File: src/rtl/pmsc_pkg.sv
package pmsc_pkg;

    // Register offsets (software decodes these)
    localparam logic [11:0] OFF_XCMD     = 12'h120;
    localparam logic [11:0] OFF_XSTAT    = 12'h128;
    localparam logic [11:0] OFF_DOM_STAT = 12'h200;
    localparam logic [11:0] OFF_DOM_CTRL = 12'h300;
    localparam logic [11:0] OFF_MOD_STAT = 12'h800;
    localparam logic [11:0] OFF_MOD_CTRL = 12'hA00;

    typedef logic [5:0] mstate_t;

    localparam mstate_t ST_SWRST_DIS = 6'd0;
    localparam mstate_t ST_SYNC_RST  = 6'd1;
    localparam mstate_t ST_DISABLE   = 6'd2;
    localparam mstate_t ST_ENABLE    = 6'd3;

    typedef struct packed {
        logic    force_bit;
        logic    lrst_n;
        mstate_t req;
    } mod_ctrl_t;

    localparam mod_ctrl_t MOD_CTRL_RST = '{force_bit: 1'b0, lrst_n: 1'b1, req: ST_SWRST_DIS};

    function automatic logic [11:0] reg_addr(logic [11:0] base, int idx);
        return base + 12'(idx * 4);
    endfunction

    function automatic logic [31:0] pack_ctrl(mod_ctrl_t c);
        return {c.force_bit, 22'b0, c.lrst_n, 2'b0, c.req};
    endfunction

    function automatic mod_ctrl_t unpack_ctrl(logic [31:0] w);
        mod_ctrl_t c;
        c.force_bit = w[31];
        c.lrst_n    = w[8];
        c.req       = w[5:0];
        return c;
    endfunction

    function automatic logic [31:0] pack_mstat(mstate_t s, logic run);
        return {19'b0, run, 6'b0, s};
    endfunction

    function automatic logic [31:0] pack_dstat(logic on);
        return {27'b0, 4'b0, on};
    endfunction

endpackage

File: src/rtl/pmsc_regs.sv
module pmsc_regs
    import pmsc_pkg::*;
#(
    parameter int NUM_DOM = 2,
    parameter int NUM_MOD = 4
) (
    input  logic                       clk,
    input  logic                       rst,
    input  logic                       wr_en,
    input  logic                       rd_en,
    input  logic [11:0]                addr,
    input  logic [31:0]                wdata,
    input  logic [NUM_DOM-1:0]         busy,
    input  logic [NUM_DOM-1:0]         dom_on,
    input  mstate_t [NUM_MOD-1:0]      mod_state,
    input  logic [NUM_MOD-1:0]         mod_run,
    output logic [NUM_DOM-1:0]         go,
    output mod_ctrl_t [NUM_MOD-1:0]    mod_ctrl,
    output logic [NUM_DOM-1:0]         dom_req_on,
    output logic [31:0]                rdata
);

    mod_ctrl_t [NUM_MOD-1:0] ctrl_q;
    logic [NUM_DOM-1:0]      dreq_q;
    logic [31:0]             rd_val;
    logic                    rd_hit;
    logic [31:0]             rdata_q;

    // Staged control registers
    always_ff @(posedge clk) begin
        if (rst) begin
            for (int m = 0; m < NUM_MOD; m++) ctrl_q[m] <= MOD_CTRL_RST;
            dreq_q <= '0;
        end else if (wr_en) begin
            for (int m = 0; m < NUM_MOD; m++)
                if (addr == reg_addr(OFF_MOD_CTRL, m)) ctrl_q[m] <= unpack_ctrl(wdata);
            for (int d = 0; d < NUM_DOM; d++)
                if (addr == reg_addr(OFF_DOM_CTRL, d)) dreq_q[d] <= wdata[0];
        end
    end

    assign go         = (wr_en && addr == OFF_XCMD) ? wdata[NUM_DOM-1:0] : '0;
    assign mod_ctrl   = ctrl_q;
    assign dom_req_on = dreq_q;

    // Read multiplexer
    always_comb begin
        rd_val = '0;
        rd_hit = 1'b0;
        if (addr == OFF_XSTAT) begin
            rd_val[NUM_DOM-1:0] = busy;
            rd_hit = 1'b1;
        end
        for (int d = 0; d < NUM_DOM; d++) begin
            if (addr == reg_addr(OFF_DOM_STAT, d)) begin
                rd_val = pack_dstat(dom_on[d]);
                rd_hit = 1'b1;
            end
            if (addr == reg_addr(OFF_DOM_CTRL, d)) begin
                rd_val = {31'b0, dreq_q[d]};
                rd_hit = 1'b1;
            end
        end
        for (int m = 0; m < NUM_MOD; m++) begin
            if (addr == reg_addr(OFF_MOD_STAT, m)) begin
                rd_val = pack_mstat(mod_state[m], mod_run[m]);
                rd_hit = 1'b1;
            end
            if (addr == reg_addr(OFF_MOD_CTRL, m)) begin
                rd_val = pack_ctrl(ctrl_q[m]);
                rd_hit = 1'b1;
            end
        end
    end

    always_ff @(posedge clk) begin
        if (rst)        rdata_q <= '0;
        else if (rd_en) rdata_q <= rd_val;
    end

    assign rdata = rdata_q;

    // a miss on the decoder yields zero data on the next cycle
    p_unmapped_zero_r9: assert property (@(posedge clk) disable iff (rst)
        (rd_en && !rd_hit) |=> (rdata == '0));

    // reserved control bits never read back as set
    p_ctrl_rsvd_r2: assert property (@(posedge clk) disable iff (rst)
        (rd_en && addr == OFF_MOD_CTRL) |=> (rdata[30:9] == '0 && rdata[7:6] == '0));

endmodule

File: src/rtl/pmsc_dom_seq.sv
module pmsc_dom_seq #(
    parameter int LATENCY = 16
) (
    input  logic clk,
    input  logic rst,
    input  logic go,
    input  logic req_on,
    output logic busy,
    output logic commit,
    output logic pwr_on
);

    localparam int CW = $clog2(LATENCY + 1);
    localparam logic [CW-1:0] LAT_LOAD = CW'(LATENCY);
    localparam logic [CW-1:0] ONE      = CW'(1);

    logic [CW-1:0] cnt_q;
    logic          busy_q;
    logic          on_q;

    assign commit = busy_q && (cnt_q == ONE);

    always_ff @(posedge clk) begin
        if (rst) begin
            busy_q <= 1'b0;
            cnt_q  <= '0;
            on_q   <= 1'b0;
        end else if (!busy_q) begin
            if (go) begin
                busy_q <= 1'b1;
                cnt_q  <= LAT_LOAD;
            end
        end else if (cnt_q == ONE) begin
            busy_q <= 1'b0;
            cnt_q  <= '0;
            on_q   <= req_on;
        end else begin
            cnt_q <= cnt_q - ONE;
        end
    end

    assign busy   = busy_q;
    assign pwr_on = on_q;

    // busy stays up until the count runs out
    p_busy_hold_r4: assert property (@(posedge clk) disable iff (rst)
        (busy_q && cnt_q != ONE) |=> busy_q);

    // the commit cycle is followed by idle
    p_busy_clear_r4: assert property (@(posedge clk) disable iff (rst)
        commit |=> !busy_q);

    // a go on an idle domain raises busy with a full count
    p_go_start_r4: assert property (@(posedge clk) disable iff (rst)
        (!busy_q && go) |=> (busy_q && cnt_q == LAT_LOAD));

    // a go while busy does not reload the counter
    p_go_ignored_r6: assert property (@(posedge clk) disable iff (rst)
        (busy_q && go && cnt_q != ONE) |=> (cnt_q == $past(cnt_q) - ONE));

    // domain power only moves on commit
    p_power_staged_r3: assert property (@(posedge clk) disable iff (rst)
        !commit |=> $stable(on_q));

endmodule

File: src/rtl/pmsc_mod_unit.sv
module pmsc_mod_unit
    import pmsc_pkg::*;
(
    input  logic    clk,
    input  logic    rst,
    input  logic    commit,
    input  logic    dom_on,
    input  mstate_t req,
    input  logic    req_lrst_n,
    output mstate_t state,
    output logic    clk_en,
    output logic    lrst
);

    mstate_t state_q;
    logic    lrn_q;

    always_ff @(posedge clk) begin
        if (rst) begin
            state_q <= ST_SWRST_DIS;
            lrn_q   <= 1'b1;
        end else if (commit) begin
            state_q <= req;
            lrn_q   <= req_lrst_n;
        end
    end

    assign state  = state_q;
    assign clk_en = dom_on && (state_q == ST_ENABLE);
    assign lrst   = !lrn_q || (state_q == ST_SWRST_DIS) || (state_q == ST_SYNC_RST);

    // committed values hold between commits
    p_state_staged_r3: assert property (@(posedge clk) disable iff (rst)
        !commit |=> ($stable(state_q) && $stable(lrn_q)));

    // commit takes the staged request
    p_commit_take_r5: assert property (@(posedge clk) disable iff (rst)
        commit |=> (state_q == $past(req)));

    // a running clock needs a powered domain
    p_clk_needs_power_r7: assert property (@(posedge clk) disable iff (rst)
        clk_en |-> dom_on);

    // both reset states hold the module in local reset
    p_reset_states_r8: assert property (@(posedge clk) disable iff (rst)
        (state_q == ST_SWRST_DIS || state_q == ST_SYNC_RST) |-> lrst);

endmodule

File: src/rtl/pmsc_top.sv
module pmsc_top
    import pmsc_pkg::*;
#(
    parameter int NUM_DOM      = 2,
    parameter int MODS_PER_DOM = 2,
    parameter int LATENCY      = 16
) (
    input  logic                                clk,
    input  logic                                rst,
    input  logic                                wr_en,
    input  logic                                rd_en,
    input  logic [11:0]                         addr,
    input  logic [31:0]                         wdata,
    output logic [31:0]                         rdata,
    output logic [NUM_DOM*MODS_PER_DOM-1:0]     mod_clk_en,
    output logic [NUM_DOM*MODS_PER_DOM-1:0]     mod_lrst,
    output logic [NUM_DOM-1:0]                  dom_pwr_on
);

    localparam int NUM_MOD = NUM_DOM * MODS_PER_DOM;

    logic [NUM_DOM-1:0]      go;
    logic [NUM_DOM-1:0]      busy;
    logic [NUM_DOM-1:0]      commit;
    logic [NUM_DOM-1:0]      dom_req_on;
    mod_ctrl_t [NUM_MOD-1:0] mod_ctrl;
    mstate_t [NUM_MOD-1:0]   mod_state;

    // latency must fit the software poll bound
    initial begin
        p_latency_bound_r11: assert (LATENCY >= 1 && LATENCY <= 65534)
            else $error("LATENCY out of range");
    end

    pmsc_regs #(
        .NUM_DOM (NUM_DOM),
        .NUM_MOD (NUM_MOD)
    ) regs_i (
        .clk        (clk),
        .rst        (rst),
        .wr_en      (wr_en),
        .rd_en      (rd_en),
        .addr       (addr),
        .wdata      (wdata),
        .busy       (busy),
        .dom_on     (dom_pwr_on),
        .mod_state  (mod_state),
        .mod_run    (mod_clk_en),
        .go         (go),
        .mod_ctrl   (mod_ctrl),
        .dom_req_on (dom_req_on),
        .rdata      (rdata)
    );

    for (genvar d = 0; d < NUM_DOM; d++) begin : g_dom
        pmsc_dom_seq #(
            .LATENCY (LATENCY)
        ) seq_i (
            .clk    (clk),
            .rst    (rst),
            .go     (go[d]),
            .req_on (dom_req_on[d]),
            .busy   (busy[d]),
            .commit (commit[d]),
            .pwr_on (dom_pwr_on[d])
        );
    end

    for (genvar m = 0; m < NUM_MOD; m++) begin : g_mod
        pmsc_mod_unit unit_i (
            .clk        (clk),
            .rst        (rst),
            .commit     (commit[m / MODS_PER_DOM]),
            .dom_on     (dom_pwr_on[m / MODS_PER_DOM]),
            .req        (mod_ctrl[m].req),
            .req_lrst_n (mod_ctrl[m].lrst_n),
            .state      (mod_state[m]),
            .clk_en     (mod_clk_en[m]),
            .lrst       (mod_lrst[m])
        );
    end

    // first cycle out of reset is fully quiet
    p_reset_quiet_r1: assert property (@(posedge clk) disable iff (rst)
        $past(rst) |-> (dom_pwr_on == '0 && mod_clk_en == '0 && (&mod_lrst) && busy == '0));

    // a domain that does not commit keeps its modules' clocks
    p_domain_isolated_r10: assert property (@(posedge clk) disable iff (rst)
        (commit == '0) |=> $stable(mod_clk_en));

endmodule

File: config.mk
export PLATFORM = sky130hd
export DESIGN_NAME = pmsc_top
export DESIGN_NICKNAME = d
export VERILOG_FILES = /design/src/rtl/pmsc_pkg.sv /design/src/rtl/pmsc_regs.sv /design/src/rtl/pmsc_dom_seq.sv /design/src/rtl/pmsc_mod_unit.sv /design/src/rtl/pmsc_top.sv
export SDC_FILE = /design/constraint.sdc
export NUM_CORES = 1
export LEC_CHECK = 0
export ABC_AREA = 0
export BUFFER_PORTS_ARGS = -buffer_cell sky130_fd_sc_hd__buf_4
export CORE_MARGIN = 3
export CORE_UTILIZATION = 40
export DETAILED_ROUTE_END_ITERATION = 8
export SYNTH_ARGS = -nofsm -noshare
export SYNTH_HDL_FRONTEND = slang
export SYNTH_HIERARCHICAL = 1
export SYNTH_SLANG_ARGS = --single-unit
File: constraint.sdc
create_clock -name clk -period 2.07 [get_ports clk]
set_input_delay 0.3105 -clock clk [delete_from_list [all_inputs] [get_ports clk]]
set_output_delay 0.3105 -clock clk [all_outputs]
set_load 0.02 [all_outputs]
# Word level (Yosys, flattened, before mapping)
# Cells that the tools add are included.
[word_totals] register_bits=108 in_bits=48 out_inout_bits=42 elab_cells=114
[op_classes] n_addsub=2 n_eq_ne=24 muxes=26 reduce_logical=33
[op_table] operator="32-bit 2-to-1 mux" count=7
[op_table] operator="12-bit == test, second input constant" count=8
[op_table] operator="12-bit by 10-bit == test with 1-bit output, second input constant" count=4
[op_table] operator="5-bit 2-to-1 mux" count=6
[op_table] operator="12-bit by 9-bit == test with 1-bit output, second input constant" count=2
[op_table] operator="6-bit by 1-bit == test with 1-bit output, second input constant" count=4
[op_table] operator="6-bit by 2-bit == test with 1-bit output, second input constant" count=4
[op_table] operator="6-bit logical NOT" count=4
[op_table] operator="2-bit AND reduction" count=8
[op_table] operator="13-bit 2-to-1 mux" count=1
[op_table] operator="2-bit 2-to-1 mux" count=6
[op_table] operator="5-bit by 1-bit == test with 1-bit output, second input constant" count=2
[op_table] operator="5-bit by 1-bit subtractor with 5-bit output, second input constant" count=2
[op_table] operator="1-bit logical OR" count=8
[op_table] operator="1-bit logical AND" count=7
[op_table] operator="1-bit 2-to-1 mux" count=6
[op_table] operator="1-bit logical NOT" count=4
[op_table] operator="2-bit nonzero test" count=2

# Longest topological paths before layout
[depth] word_depth=14 depth_mapped=8 depth_no_buf=7

# By module
# The synthesis kept the hierarchy.
[modules_own_cells] mod="pmsc_regs" instances=1 cells_per_inst=325 area_per_inst_um2=2763.9 seq_area_each_um2=860.8
[modules_own_cells] mod="pmsc_mod_unit" instances=4 cells_per_inst=26 area_per_inst_um2=271.5 seq_area_each_um2=140.1
[modules_own_cells] mod="pmsc_dom_seq" instances=2 cells_per_inst=38 area_per_inst_um2=357.8 seq_area_each_um2=140.1

# Worst setup path before layout
# No wires, ideal clock.
[synth_path] kind="input to register" startpoint="input addr[10]" endpoint="register regs_i.ctrl_q, in the netlist regs_i/mod_ctrl[30]" setup_ns=0.120 arrival_time_ns=1.823 required_ns=1.950 path_slack_ns=0.128 stages=5 path_buffers=1 path_cell_list="or4_4 -> buf_6 -> nor3_2 -> nand3_4 -> a211o_1"
[synth_between] elab_chain_cells=2
[synth_lines] item="start: declaration" line_no="pmsc_top.sv:12" rtl="input logic [11:0] addr,"
[synth_lines] item="12-bit == test" line_no="pmsc_regs.sv:36" rtl="if (addr == reg_addr(OFF_MOD_CTRL, m)) ctrl_q[m] <= unpack_ctrl(wdata);"
[synth_lines] item="2-bit AND reduction (no line)"
[synth_lines] item="end signal: indexed assignment" line_no="pmsc_regs.sv:36"
[synth_lines] item="end: declaration" line_no="pmsc_regs.sv:23" rtl="mod_ctrl_t [NUM_MOD-1:0] ctrl_q;"
# No other way between the ends.
# A chain may end at the register's enable or synchronous reset.

# Final worst setup path
[layout_path] startpoint="register g_mod[3].unit_i.state_q[5]" endpoint="output mod_clk_en[3]"
[layout_between] elab_chain_cells=2
[layout_lines] item="start: declaration" line_no="pmsc_mod_unit.sv:15" rtl="mstate_t state_q;"
[layout_lines] item="start signal: assignment" line_no="pmsc_mod_unit.sv:23" rtl="state_q <= req;"
[layout_lines] item="6-bit by 2-bit == test with 1-bit output" line_no="pmsc_mod_unit.sv:29" rtl="assign clk_en = dom_on && (state_q == ST_ENABLE);"
[layout_lines] item="1-bit logical AND" line_no="pmsc_mod_unit.sv:29"
[layout_lines] item="end: declaration" line_no="pmsc_top.sv:15" rtl="output logic [NUM_DOM*MODS_PER_DOM-1:0] mod_clk_en,"
# No other way between the ends.

==> flow_summary.yaml <==
status:
  run_status: "finished, final reports clean"
clocking:
  htreeDepth: 3
  cts_hold_buf: 0
  clock-sinks: 85
  cts_resized: 0
  cts_buffer_depth: 2
  cts-buffers-inserted: 9
  cts-root-buf: "clkbuf_16"
  clock_latency_ps: 340
  clk_pin_slew_ps: 60
  cts_tree: "done"
  cts_setup_buffers: 0
layout:
  n_antenna_cell: 0
  multi_input_area_um2: 2600
  area_growth_pct: 19.0
  fillers: 1066
  nets: 622
  layout.area.seq_um2: 1700
  utilization_pct: 49.5
  final_layout_size_suffix_gt1_share_pct: 22.5
global_routing:
  antenna_found_initial: 0
  gr-total-overflow: 0
  grt_usage_pct: 19.5
  grt_max_degree: 47
  grt_pass1_vias: 3729
  grt_pass1_wl_um: 19800
placement:
  port_buffers: 42
  pre_cts_ws_ps: -161
  dp_hpwl_um: 9050
  gp_congestion: 0.894
routing:
  via_per_inst: 5.55
  drtIter0Drc: 283
  wl_per_cell_um: 17.5
  drc: 0
  dr.pass1.iters: 5
  num_vias: 3962
  finalWirelength_um: 12500
  antenna_left: 0
sta:
  tightest_slew_ps: 526
  slew_headroom_pct: 64.9
  skew_ps: 6.60
  period_minus_slack_ps: 1950
  fmaxAchievable_mhz: 512
  rsz0062_at_grt: "false"
  drv_slew: 0
  setup_violations: 0
  fin_crit_sh_pct: 94.4
  layout_setup_ws_ps: 116
  final_hold_viol_count: 0
synth:
  netlist.area_leader.share_pct: 37.3
  synth_area_leader_cell: "dfxtp_1"
  yosys_warnings: 6
  synth_compound_area_share_pct: 14.0
  synthMuxAreaShare_pct: 14.4
  synth_fa_ha_area_share_pct: 1.10
  synth_xor_area_share_pct: 0
  synth_top_family_by_area: "simple AND/OR/NAND/NOR gates"
  synth_flop_cell: "dfxtp_1"
  async_flop_share_pct: 0
  synthCells: 505
  synth.avg_cell_area_um2: 9.04
  yosysSeqAreaShare_pct: 37.3
  yosys_register_bits: 85
  syn_area_um2: 4570
  yosys.area_share.simple_pct: 25.6
  ys_types: 69
  synth_edf_count: 0
  synth_area_leaders: "dfxtp_1 37%, mux2i_1 13%, nor2_1 6.7%"
floorplan:
  fp.coreArea_um2: 11000
  ioPinCount: 90
  num_rows: 38
  start_util_pct: 41.6
  die_h_um: 113
  dieWidth_um: 113
  die-area_um2: 12700
setup_path:
  cp-start-kind: "flip-flop"
  cp-end-kind: "output port"
  crit_fanout: 3
  crit_type: "reg2out"
  cp.arrival_ps: 1640
  required_ps: 1760
flow_run:
  cap_violations: 0
power:
  power_leakage_nw: 2.13
  power-per-cell-area_nw_per_um2: 650
  power_mw: 3.53
  peakVddDrop_uv: 617
min_path:
  hp-class: "in2reg"
[report_power, final]
group          switching [mW]  internal, mW  total (mW)
clock network           0.659         0.935        1.59
registers             0.00293          1.64        1.64
logic                   0.193         0.101       0.294
total                   0.855          2.68        3.53
[through the flow]
| step | area, um2 | instances | hold slack, ps | setup TNS, ps |
|---|---|---|---|---|
| 5_1_grt | 5430 | 714 | 236 | 0 |
| 4_1_cts | 5430 | 714 | 234 | 0 |
| 3_5_place_dp | 5140 | 699 | 453 | -2000 |
| 3_3_place_gp | 5140 | 699 | 448 | -960 |
| 6_report | 5430 | 714 | 248 | 0 |
| 2_1_floorplan | 4650 | 527 | 380 | 0 |
[synthesized netlist by cell type (all sizes together), types with 2 or more instances]
| cell | number |
|---|---|
| clkbuf | 11 |
| or4b | 2 |
| nor2b | 12 |
| nand4 | 7 |
| nand2 | 15 |
| o2bb2ai | 2 |
| buf | 35 |
| mux2 | 5 |
| or3 | 3 |
| a32oi | 2 |
| mux2i | 58 |
| dfxtp | 85 |
| a31oi | 4 |
| a21bo | 2 |
| or4 | 5 |
| a211oi | 4 |
| a21oi | 18 |
| or2 | 2 |
| o2111ai | 4 |
| a221oi | 5 |
| a2111oi | 2 |
| nor3 | 17 |
| nor4 | 5 |
| o211ai | 2 |
| o21a | 2 |
| nand2b | 14 |
| o31a | 2 |
| o311ai | 3 |
| nand3 | 22 |
| nor3b | 4 |
| nor2 | 82 |
| ha | 4 |
| o21ai | 19 |
| and3 | 2 |
| a211o | 10 |
| inv | 13 |
| or3b | 4 |
[per-layer routing]
metal | vias up | track usage, % | wire length, um
met5 | - | 0 | 0
met4 | 0 | 6.57 | 274
met3 | 17 | 4.60 | 768
met1 | 1902 | 26.8 | 5690
met2 | 134 | 30.2 | 5790
li1 | 1909 | - | -
[registers in the layout, indices dropped and copies added, names as in the netlist]
register and count:
regs_i/mod_ctrl 32, regs_i/rdata 9, g_mod.unit_i/state 24, g_dom.seq_i/cnt_q 10, g_dom.seq_i/busy 2, g_mod.unit_i/lrn_q 4
regs_i/dom_req_on 2, g_dom.seq_i/pwr_on 2
[logic make-up after synthesis]
kind of cell | Yosys count
and+or+nand+nor | 203
muxes | 64
adders and majority gates | 4
other | 1
buffers and inverters | 60
AOI/OAI and AO/OA | 88
DFF | 85
[path summary, 6_finish.rpt]
path,slack (ps),depth (start not counted),startpoint,end
max,120,3,g_mod[3].unit_i/state[5],mod_clk_en[3]
min reg2reg,460,2,regs_i/mod_ctrl[7],regs_i/mod_ctrl[7]
max reg2reg,300,5,g_mod[3].unit_i/state[5],regs_i/rdata[12]
min,250,3,wdata[31],regs_i/mod_ctrl[31]
[area by class of cell]
| cell class | count | area share, % |
|---|---|---|
| Clock buffer | 10 | 4.21 |
| Tap cell | 140 | 3.22 |
| Sequential cell | 85 | 31.3 |
| Multi-Input combinational cell | 382 | 47.9 |
| Clock inverter | 5 | 1.13 |
| Inverter | 14 | 0.967 |
| Timing Repair Buffer | 78 | 11.2 |
[critical path, stage by stage (launching register included)]
cell	delay, ps
dfxtp_1	340
or4_4	560
nor2_1	220
buf_4	190
[cell usage in the layout (no fill, tap or decap), types with 10 or more instances in the layout]
master    synthesis  final
dfxtp_1          85     85
nor2_1           82     82
buf_4            23     76
mux2i_1          58     58
conb_1            1     23
nand3_1          19     19
a21oi_1          17     17
nand2b_1         14     14
nand2_1          14     14
inv_1            13     13
nor2b_1          12     12
o21ai_0          12     12
nor3_1           11     11
a211o_1          10     10
(Power assumes the default switching activity.)
